$ cat config.mk
export PLATFORM = sky130hd
export DESIGN_NAME = stereo_softmute_vol
export DESIGN_NICKNAME = d
export VERILOG_FILES = /design/src/rtl/vol_pkg.sv /design/src/rtl/vol_gain_rom.sv /design/src/rtl/vol_ramp_ctrl.sv /design/src/rtl/vol_scale.sv /design/src/rtl/stereo_softmute_vol.sv
export SDC_FILE = /design/constraint.sdc
export NUM_CORES = 2
export LEC_CHECK = 0
export ABC_AREA = 1
export BUFFER_PORTS_ARGS = -buffer_cell sky130_fd_sc_hd__buf_2
export CAP_MARGIN = 20
export CORE_ASPECT_RATIO = 1.25
export CORE_MARGIN = 2
export CORE_UTILIZATION = 68
export CTS_CLUSTER_DIAMETER = 30
export CTS_CLUSTER_SIZE = 30
export DETAILED_ROUTE_END_ITERATION = 16
export PLACE_DENSITY_LB_ADDON = 0.1
export REMOVE_ABC_BUFFERS = 1
export SYNTH_ARGS = -nofsm -noshare
export SYNTH_HDL_FRONTEND = slang
export SYNTH_HIERARCHICAL = 1
export SYNTH_SLANG_ARGS = --single-unit
$ cat constraint.sdc
create_clock -name clk -period 19.85 [get_ports clk]
set_input_delay 1.985 -clock clk [delete_from_list [all_inputs] [get_ports clk]]
set_output_delay 1.985 -clock clk [all_outputs]
set_load 0.03 [all_outputs]
$ cat src/rtl/vol_pkg.sv
package vol_pkg;
  localparam int DATA_W      = 16;
  localparam int CODE_W      = 9;
  localparam int FRAC_W      = 15;
  localparam int GAIN_W      = FRAC_W + 2;
  localparam int STEPS_PER_SH = 24;
  localparam int CODE_LIMIT  = 264;
  localparam int RAMP_POINTS = 32;
  localparam int RAMP_HOLD   = 4;
  localparam int RAMP_LEN    = RAMP_POINTS * RAMP_HOLD;
  localparam int POS_W       = $clog2(RAMP_LEN + 1);
  localparam int SH_W        = $clog2(CODE_LIMIT / STEPS_PER_SH + 1);

  // Fine gain for a quarter-dB remainder, Q1.15
  function automatic logic [GAIN_W-1:0] fine_point(input int k);
    real v;
    v = $exp(-$ln(10.0) * real'(k) / 80.0);
    return GAIN_W'($rtoi(v * 32768.0 + 0.5));
  endfunction

  // Raised-cosine mute level k of RAMP_POINTS, Q1.15
  function automatic logic [GAIN_W-1:0] ramp_point(input int k);
    real v;
    v = 0.5 * (1.0 + $cos(3.141592653589793 * real'(k) / real'(RAMP_POINTS)));
    return GAIN_W'($rtoi(v * 32768.0 + 0.5));
  endfunction

  // Combined gain: round(fine * ramp / 2^15)
  function automatic logic [GAIN_W-1:0] merge_gain(input logic [GAIN_W-1:0] f,
                                                    input logic [GAIN_W-1:0] r);
    logic [2*GAIN_W-1:0] p;
    p = f * r + (2*GAIN_W)'(1 << (FRAC_W - 1));
    return GAIN_W'(p >> FRAC_W);
  endfunction
endpackage

$ cat src/rtl/vol_gain_rom.sv
module vol_gain_rom
  import vol_pkg::*;
(
  input  logic [CODE_W-1:0] code,
  output logic [GAIN_W-1:0] fine,
  output logic [SH_W-1:0]   shift,
  output logic              silent
);
  logic [GAIN_W-1:0] table_q [STEPS_PER_SH];

  for (genvar k = 0; k < STEPS_PER_SH; k++) begin : g_fine
    localparam logic [GAIN_W-1:0] PT = fine_point(k);
    assign table_q[k] = PT;
  end

  logic [CODE_W-1:0] quot, rem;
  assign quot   = code / CODE_W'(STEPS_PER_SH);
  assign rem    = code % CODE_W'(STEPS_PER_SH);
  assign silent = (code >= CODE_W'(CODE_LIMIT));
  assign shift  = silent ? '0 : SH_W'(quot);
  assign fine   = table_q[rem[$clog2(STEPS_PER_SH)-1:0]];
endmodule

$ cat src/rtl/vol_ramp_ctrl.sv
module vol_ramp_ctrl
  import vol_pkg::*;
(
  input  logic              clk,
  input  logic              rst_n,
  input  logic              in_valid,
  input  logic              mute_req,
  output logic [GAIN_W-1:0] ramp_gain,
  output logic              at_floor
);
  localparam int LVL_W = $clog2(RAMP_POINTS + 1);

  logic [GAIN_W-1:0] curve [RAMP_POINTS + 1];
  for (genvar k = 0; k <= RAMP_POINTS; k++) begin : g_curve
    localparam logic [GAIN_W-1:0] PT = ramp_point(k);
    assign curve[k] = PT;
  end

  logic [POS_W-1:0] pos_q;
  logic             step_down_gain, step_up_gain;
  logic [LVL_W-1:0] level;

  assign step_down_gain = in_valid && mute_req && (pos_q != POS_W'(RAMP_LEN));
  assign step_up_gain   = in_valid && !mute_req && (pos_q != '0);
  assign level          = LVL_W'(pos_q / POS_W'(RAMP_HOLD));
  assign ramp_gain      = curve[level];
  assign at_floor       = (pos_q == POS_W'(RAMP_LEN));

  always_ff @(posedge clk) begin
    if (!rst_n)              pos_q <= '0;
    else if (step_down_gain) pos_q <= pos_q + 1'b1;
    else if (step_up_gain)   pos_q <= pos_q - 1'b1;
  end


  pos_in_range_chk: assert property (@(posedge clk) disable iff (!rst_n)
    pos_q <= POS_W'(RAMP_LEN));

  pos_single_step_chk: assert property (@(posedge clk) disable iff (!rst_n)
    in_valid |=> (pos_q == $past(pos_q) + 1'b1) || (pos_q == $past(pos_q) - 1'b1)
                 || (pos_q == $past(pos_q)));

  pos_hold_chk: assert property (@(posedge clk) disable iff (!rst_n)
    !in_valid |=> $stable(pos_q));

  floor_needs_mute_chk: assert property (@(posedge clk) disable iff (!rst_n)
    $rose(at_floor) |-> $past(mute_req) && $past(in_valid));
endmodule

$ cat src/rtl/vol_scale.sv
module vol_scale
  import vol_pkg::*;
(
  input  logic signed [DATA_W-1:0] x,
  input  logic        [GAIN_W-1:0] gain,
  input  logic        [SH_W-1:0]   shift,
  input  logic                     silent,
  output logic signed [DATA_W-1:0] y
);
  localparam int PROD_W = DATA_W + GAIN_W + 2;
  localparam logic signed [PROD_W-1:0] MAXV = PROD_W'((1 << (DATA_W - 1)) - 1);
  localparam logic signed [PROD_W-1:0] MINV = -PROD_W'(1 << (DATA_W - 1));

  logic signed [PROD_W-1:0] prod, rounded, shifted;
  logic [5:0] total_sh;

  assign total_sh = 6'(FRAC_W) + 6'(shift);
  assign prod     = PROD_W'(x) * $signed({1'b0, gain});
  assign rounded  = prod + (PROD_W'(1) <<< (total_sh - 6'd1));
  assign shifted  = rounded >>> total_sh;

  always_comb begin
    if (silent)              y = '0;
    else if (shifted > MAXV) y = MAXV[DATA_W-1:0];
    else if (shifted < MINV) y = MINV[DATA_W-1:0];
    else                     y = shifted[DATA_W-1:0];
  end
endmodule

$ cat src/rtl/stereo_softmute_vol.sv
module stereo_softmute_vol
  import vol_pkg::*;
(
  input  logic              clk,
  input  logic              rst_n,
  input  logic              in_valid,
  input  logic [15:0]       in_left,
  input  logic [15:0]       in_right,
  input  logic [8:0]        att_code,
  input  logic              mute_req,
  output logic              out_valid,
  output logic [15:0]       out_left,
  output logic [15:0]       out_right,
  output logic              mute_done
);
  logic [GAIN_W-1:0] fine, ramp_gain, total_gain;
  logic [SH_W-1:0]   shift;
  logic              silent;

  vol_gain_rom u_rom (.code(att_code), .fine(fine), .shift(shift), .silent(silent));

  vol_ramp_ctrl u_ramp (
    .clk(clk), .rst_n(rst_n), .in_valid(in_valid), .mute_req(mute_req),
    .ramp_gain(ramp_gain), .at_floor(mute_done)
  );

  assign total_gain = merge_gain(fine, ramp_gain);

  logic [DATA_W-1:0] chan_in  [2];
  logic [DATA_W-1:0] chan_out [2];
  logic [DATA_W-1:0] chan_q   [2];
  assign chan_in[0] = in_left;
  assign chan_in[1] = in_right;

  for (genvar c = 0; c < 2; c++) begin : g_chan
    vol_scale u_scale (
      .x(chan_in[c]), .gain(total_gain), .shift(shift), .silent(silent),
      .y(chan_out[c])
    );
    always_ff @(posedge clk) begin
      if (!rst_n)        chan_q[c] <= '0;
      else if (in_valid) chan_q[c] <= chan_out[c];
    end
  end

  always_ff @(posedge clk) begin
    if (!rst_n) out_valid <= 1'b0;
    else        out_valid <= in_valid;
  end

  assign out_left  = chan_q[0];
  assign out_right = chan_q[1];


  strobe_delay_chk: assert property (@(posedge clk) disable iff (!rst_n)
    out_valid == $past(in_valid));

  silent_code_chk: assert property (@(posedge clk) disable iff (!rst_n)
    (in_valid && att_code >= 9'(CODE_LIMIT)) |=> (out_left == '0 && out_right == '0));

  stereo_match_chk: assert property (@(posedge clk) disable iff (!rst_n)
    (in_valid && in_left == in_right) |=> (out_left == out_right));

  hold_when_idle_chk: assert property (@(posedge clk) disable iff (!rst_n)
    !in_valid |=> $stable(out_left) && $stable(out_right));
endmodule

# [Word-level counts from Yosys, hierarchy flattened]
# Memory sizes are Yosys's and may differ from the RTL's.
# Index checks and enable logic that the tools add are counted.
[classes] addsub=7 mul=3 div=2 n_lt_le_gt_ge=7 n_eq_ne=2 shifts=3 mux=19 bitwise_logic=4 reduce_logical=7
[ops] op="$mux 16" count=8
[ops] op="$add 35x35->35" count=2
[ops] op="$gt 35x16->1 const B" count=2
[ops] op="$lt 35x16->1 const B" count=2
[ops] op="$sshr 35x6->35" count=2
[ops] op="$mul 16x18->34" count=2
[ops] op="$mux 17" count=4
[ops] op="$sshl 2x6->35 const A" count=1
[ops] op="$add 32x15->32 const B" count=1
[ops] op="$mul 17x17->32" count=1
[ops] op="$mux 8" count=2
[ops] op="$div 9x5->9 const B" count=1
[ops] op="$ge 9x9->1 const B" count=1
[ops] op="$mod 9x5->9 const B" count=1
[ops] op="$add 8x1->8 const B" count=1
[ops] op="$eq 8x8->1 const B" count=1
[ops] op="$ne 8x8->1 const B" count=1
[ops] op="$reduce_bool 8->1" count=1
[ops] op="$sub 8x1->8 const B" count=1
[ops] op="$ge 7x7->1 const B" count=1
[ops] op="$not 6->7" count=1
[ops] op="$ge 6x6->1 const B" count=1
[ops] op="$not 5->6" count=1
[ops] op="$sub 6x1->6 const B" count=1
[ops] op="7 further kinds" count=14
[totals] register_bits=9 latch_bits=0 ramBits=32 rom_bits=1632 input_bits=45 output_inout_bits=34 memories=3
[memory_table] memory="(name not given)" words=64 width=17 read_ports=1 rd_ports_with_merged_regs=0 wr=0 line_no="vol_ramp_ctrl.sv:26" rtl="assign ramp_gain = curve[level];"
[memory_table] memory="(name not given)" words=32 width=17 read_ports=1 rd_ports_with_merged_regs=0 wr=0 line_no="vol_gain_rom.sv:21" rtl="assign fine = table_q[rem[$clog2(STEPS_PER_SH)-1:0]];"
[memory_table] memory="chan_q" words=2 width=16 read_ports=2 rd_ports_with_merged_regs=0 wr=2 line_no="stereo_softmute_vol.sv:31" rtl="logic [DATA_W-1:0] chan_q [2];"

# [Longest topological paths before layout]
[logic_depth] ltp_word=15 ltp_mapped=102

# [Hierarchy]
# The synthesis kept the hierarchy.
[modules_own_cells] mod="vol_scale at g_chan[0].u_scale" n_inst=1 cells_per_inst=2199 area_each_um2=14157.3 seq_area_each_um2=0.0
[modules_own_cells] mod="vol_scale at g_chan[1].u_scale" n_inst=1 cells_per_inst=2118 area_each_um2=13907.1 seq_area_each_um2=0.0
[modules_own_cells] mod="stereo_softmute_vol" n_inst=1 cells_per_inst=1550 area_each_um2=11481.0 seq_area_each_um2=980.9
[modules_own_cells] mod="vol_gain_rom" n_inst=1 cells_per_inst=277 area_each_um2=1472.7 seq_area_each_um2=0.0
[modules_own_cells] mod="vol_ramp_ctrl" n_inst=1 cells_per_inst=236 area_each_um2=1358.8 seq_area_each_um2=160.2

# [Worst setup path after synthesis]
# No wires, ideal clock.
[synth_timing] path_kind="input-to-reg" startpoint="in att_code[2]" endpoint="mem chan_q[0][10], data pin" setup_ps=265 arrival_ps=15969 path_slack_ps=3616 path_stages=86 path_buffers=8 path_cell_list="buf_4 inv_4 clkbuf_1 ha_1 inv_2 nor2_4 nand3_2 nand2_2 nand3_2 nand2_2 nand2_1 nand2_1 nand3_1 nor2_1 nand3_1 nand3_2 nand2_1 nand2_1 [50 not listed] a21oi_1 nand2_2 or2_2 nand3_1 nand2_1 inv_1 nand2_2 nand3_2 nand3_1 nand3_1 nand2_1 nor3_1 nand3_1 nand2_2 buf_6 a21oi_2 inv_1 nor2_1"
[synth_rtl] item="start: declaration" line_no="stereo_softmute_vol.sv:9" rtl="input logic [8:0] att_code,"
[synth_rtl] item="end: declaration" line_no="stereo_softmute_vol.sv:31"

==> metrics.txt <==
CP Launch Type primary input; EDFF count, synth 32; largest net degree at the start of global routing 55; average footprint of a synthesized cell 6.64 um2; min Tclk post-route 18.24 ns; routed via count 38,700; final period utilization 91.9%; DRT iter0 DRCs 3,031; CTS sink cnt 41; drt pass-1 iters 8; share of cells above drive strength 1 5.84%; Most common cell on crit path nand2_1; ys flop type edfxtp_1; die area 64,300 um2; Seq/Total Area, Yosys 2.69%; number of distinct standard cells referenced by the synthesized netlist 60; Syn Inst Count 6,380; Commonest cells post-synth nand2_1 (1,822), inv_1 (1,689), fa_1 (708); Synth area leader fa_1; Sum Neg Setup Slack 0 ns; Yosys Warn Count 6; RSZ-0062 raised after global routing no; Crit Path Class in -> reg; H-tree depth 2; routed wire length 119,000 um; CP Data Required Time 19.89 ns; fmax 0.0548 GHz; post-route ant nets 0; DRC viols 0; root buffer cell clkbuf_16; Critical path origin att_code[2]; Die H 283 um; final setup violation count 0; Max transition margin 19.6%; top-count cell post-synth nand2_1; peak fanout along the critical path 17; worst hold slack 0.547 ns; largest cells by area after synthesis fa_1 (33%), nand2_1 (16%), inv_1 (15%); overall routing resource usage 38.6%; row cnt 102; R2R Setup Slk 4.87 ns; Layout Skew 0.00692 ns; CTS buffer count 5; Final nets 7,364; CTS Hold Bufs 0; core area 61,800 um2; Slew Viols, Final 0; Buffers on Ports 78; RePlAce Congestion 1.03; number of top-level pins 79; initial antenna violation count 0; Max clock buf depth 2; worst hold start u_ramp/pos_q[1]; wire per inst 16.9 um; CTS tree done; Initial Util 68.6%; asr flop ratio synth 0%; worst-margin pin slew 1.20 ns; Setup crit end kind flip-flop; Die X 227 um; total grt overflow 0; Max stage delay on crit path 0.86 ns; CTS resizes 0; Reg clk slew, reported paths 0.07 ns; outcome finished clean; Avg Vias per Cell 5.48; Setup Buffers After CTS 0; worst-path cell with the longest stage delay nand2_1; first-pass GRT wire length 198,000 um; DPL Wire Length 97,700 um; P&R area growth vs syn 2.17%; R2R Path Start u_ramp/pos_q[4]; Clock Latency Late Sink 0.30 ns; Max-cap violations 0; Synth top area share 33.4%; Core Util, Final 70.1%; Hold Crit Class reg -> reg; crit path DAT 18.28 ns; post-synth design cell area 42,400 um2; synthesis-stage register bit count 41; final hold vios 0; number of global-route vias before repair 39,800
[metal layers]
metal	up-vias	track usage, %	wire length [um]
met2	1568	65.6	58500
met3	437	4.88	8260
li1	18300	-	-
met5	-	0	0
met1	18300	47.0	44600
met4	0	22.0	7810
[path summary, 6_finish.rpt]
check	depth (start not counted)	to
setup / recovery	81	chan_q[1][2]
hold / removal	2	u_ramp/pos_q[1]
setup reg to reg	60	chan_q[1][2]
hold reg to reg	2	u_ramp/pos_q[1]
[flip-flops by register name (all words and copies together), names as in the netlist]
register and flops:
u_ramp/pos_q 8, out_valid 1, chan_q 32
[logic make-up after synthesis]
logic type / synth area share (%)
and+or+nand+nor: 28.6
buffers and inverters: 18.3
adders and majority gates: 44.8
AOI/OAI and AO/OA: 4.39
xor gates and xnor gates: 1.05
DFF: 2.69
muxes: 0.165
other: 0.0354
[area by class of cell]
class	count	area [um2]
antenna	1	2.50
clock buffer	5	125
clock inverter	3	17.5
fill	5654	18500
inverter	1720	6470
multi-input combinational	4323	33700
sequential	41	1140
tap	832	1040
timing repair buffer	137	833
[worst max-delay path: cells and delay by family]
kind,cells,cell delay (ns)
fa+ha+maj,15,7.36
buf+inv,16,1.50
simple gates,47,6.80
compound gates,3,0.56
[per-stage QoR]
step / instance area, um2 / worst slack (ns) / instances
global placement: 43200 / 1.71 / 7053
global route: 43300 / 0.467 / 7061
detailed placement: 43200 / 1.50 / 7053
finish: 43300 / 1.61 / 7062
CTS: 43300 / 1.77 / 7061
floorplan: 41100 / 0.957 / 6084
[cell usage in the layout (no fill, tap or decap), drive strengths merged, types with 2 or more instances in the layout]
cell    synthesis  layout
o21bai          6       6
xor2           38      38
clkbuf        231       5
a31oi          11      11
a21o            7       7
xnor2          12      12
buf            66     137
edfxtp         32      32
ha            383     383
clkinv          9      11
nor4            8       8
fa            708     708
nand3         520     520
nor2          311     311
and2           15      15
conb            4       6
o211ai         13      13
a22oi           4       4
or2            14      14
nand3b          7       7
nor3           25      25
a21oi         138     138
dfxtp           9       9
mux2i           7       7
nand4          49      49
o21ai         135     135
o22ai           4       4
inv          1711    1711
nand2        1892    1892
o221ai          2       2
Power is not shown: default switching activity piles up to over one toggle a cycle in this logic, so the estimate is an artifact.
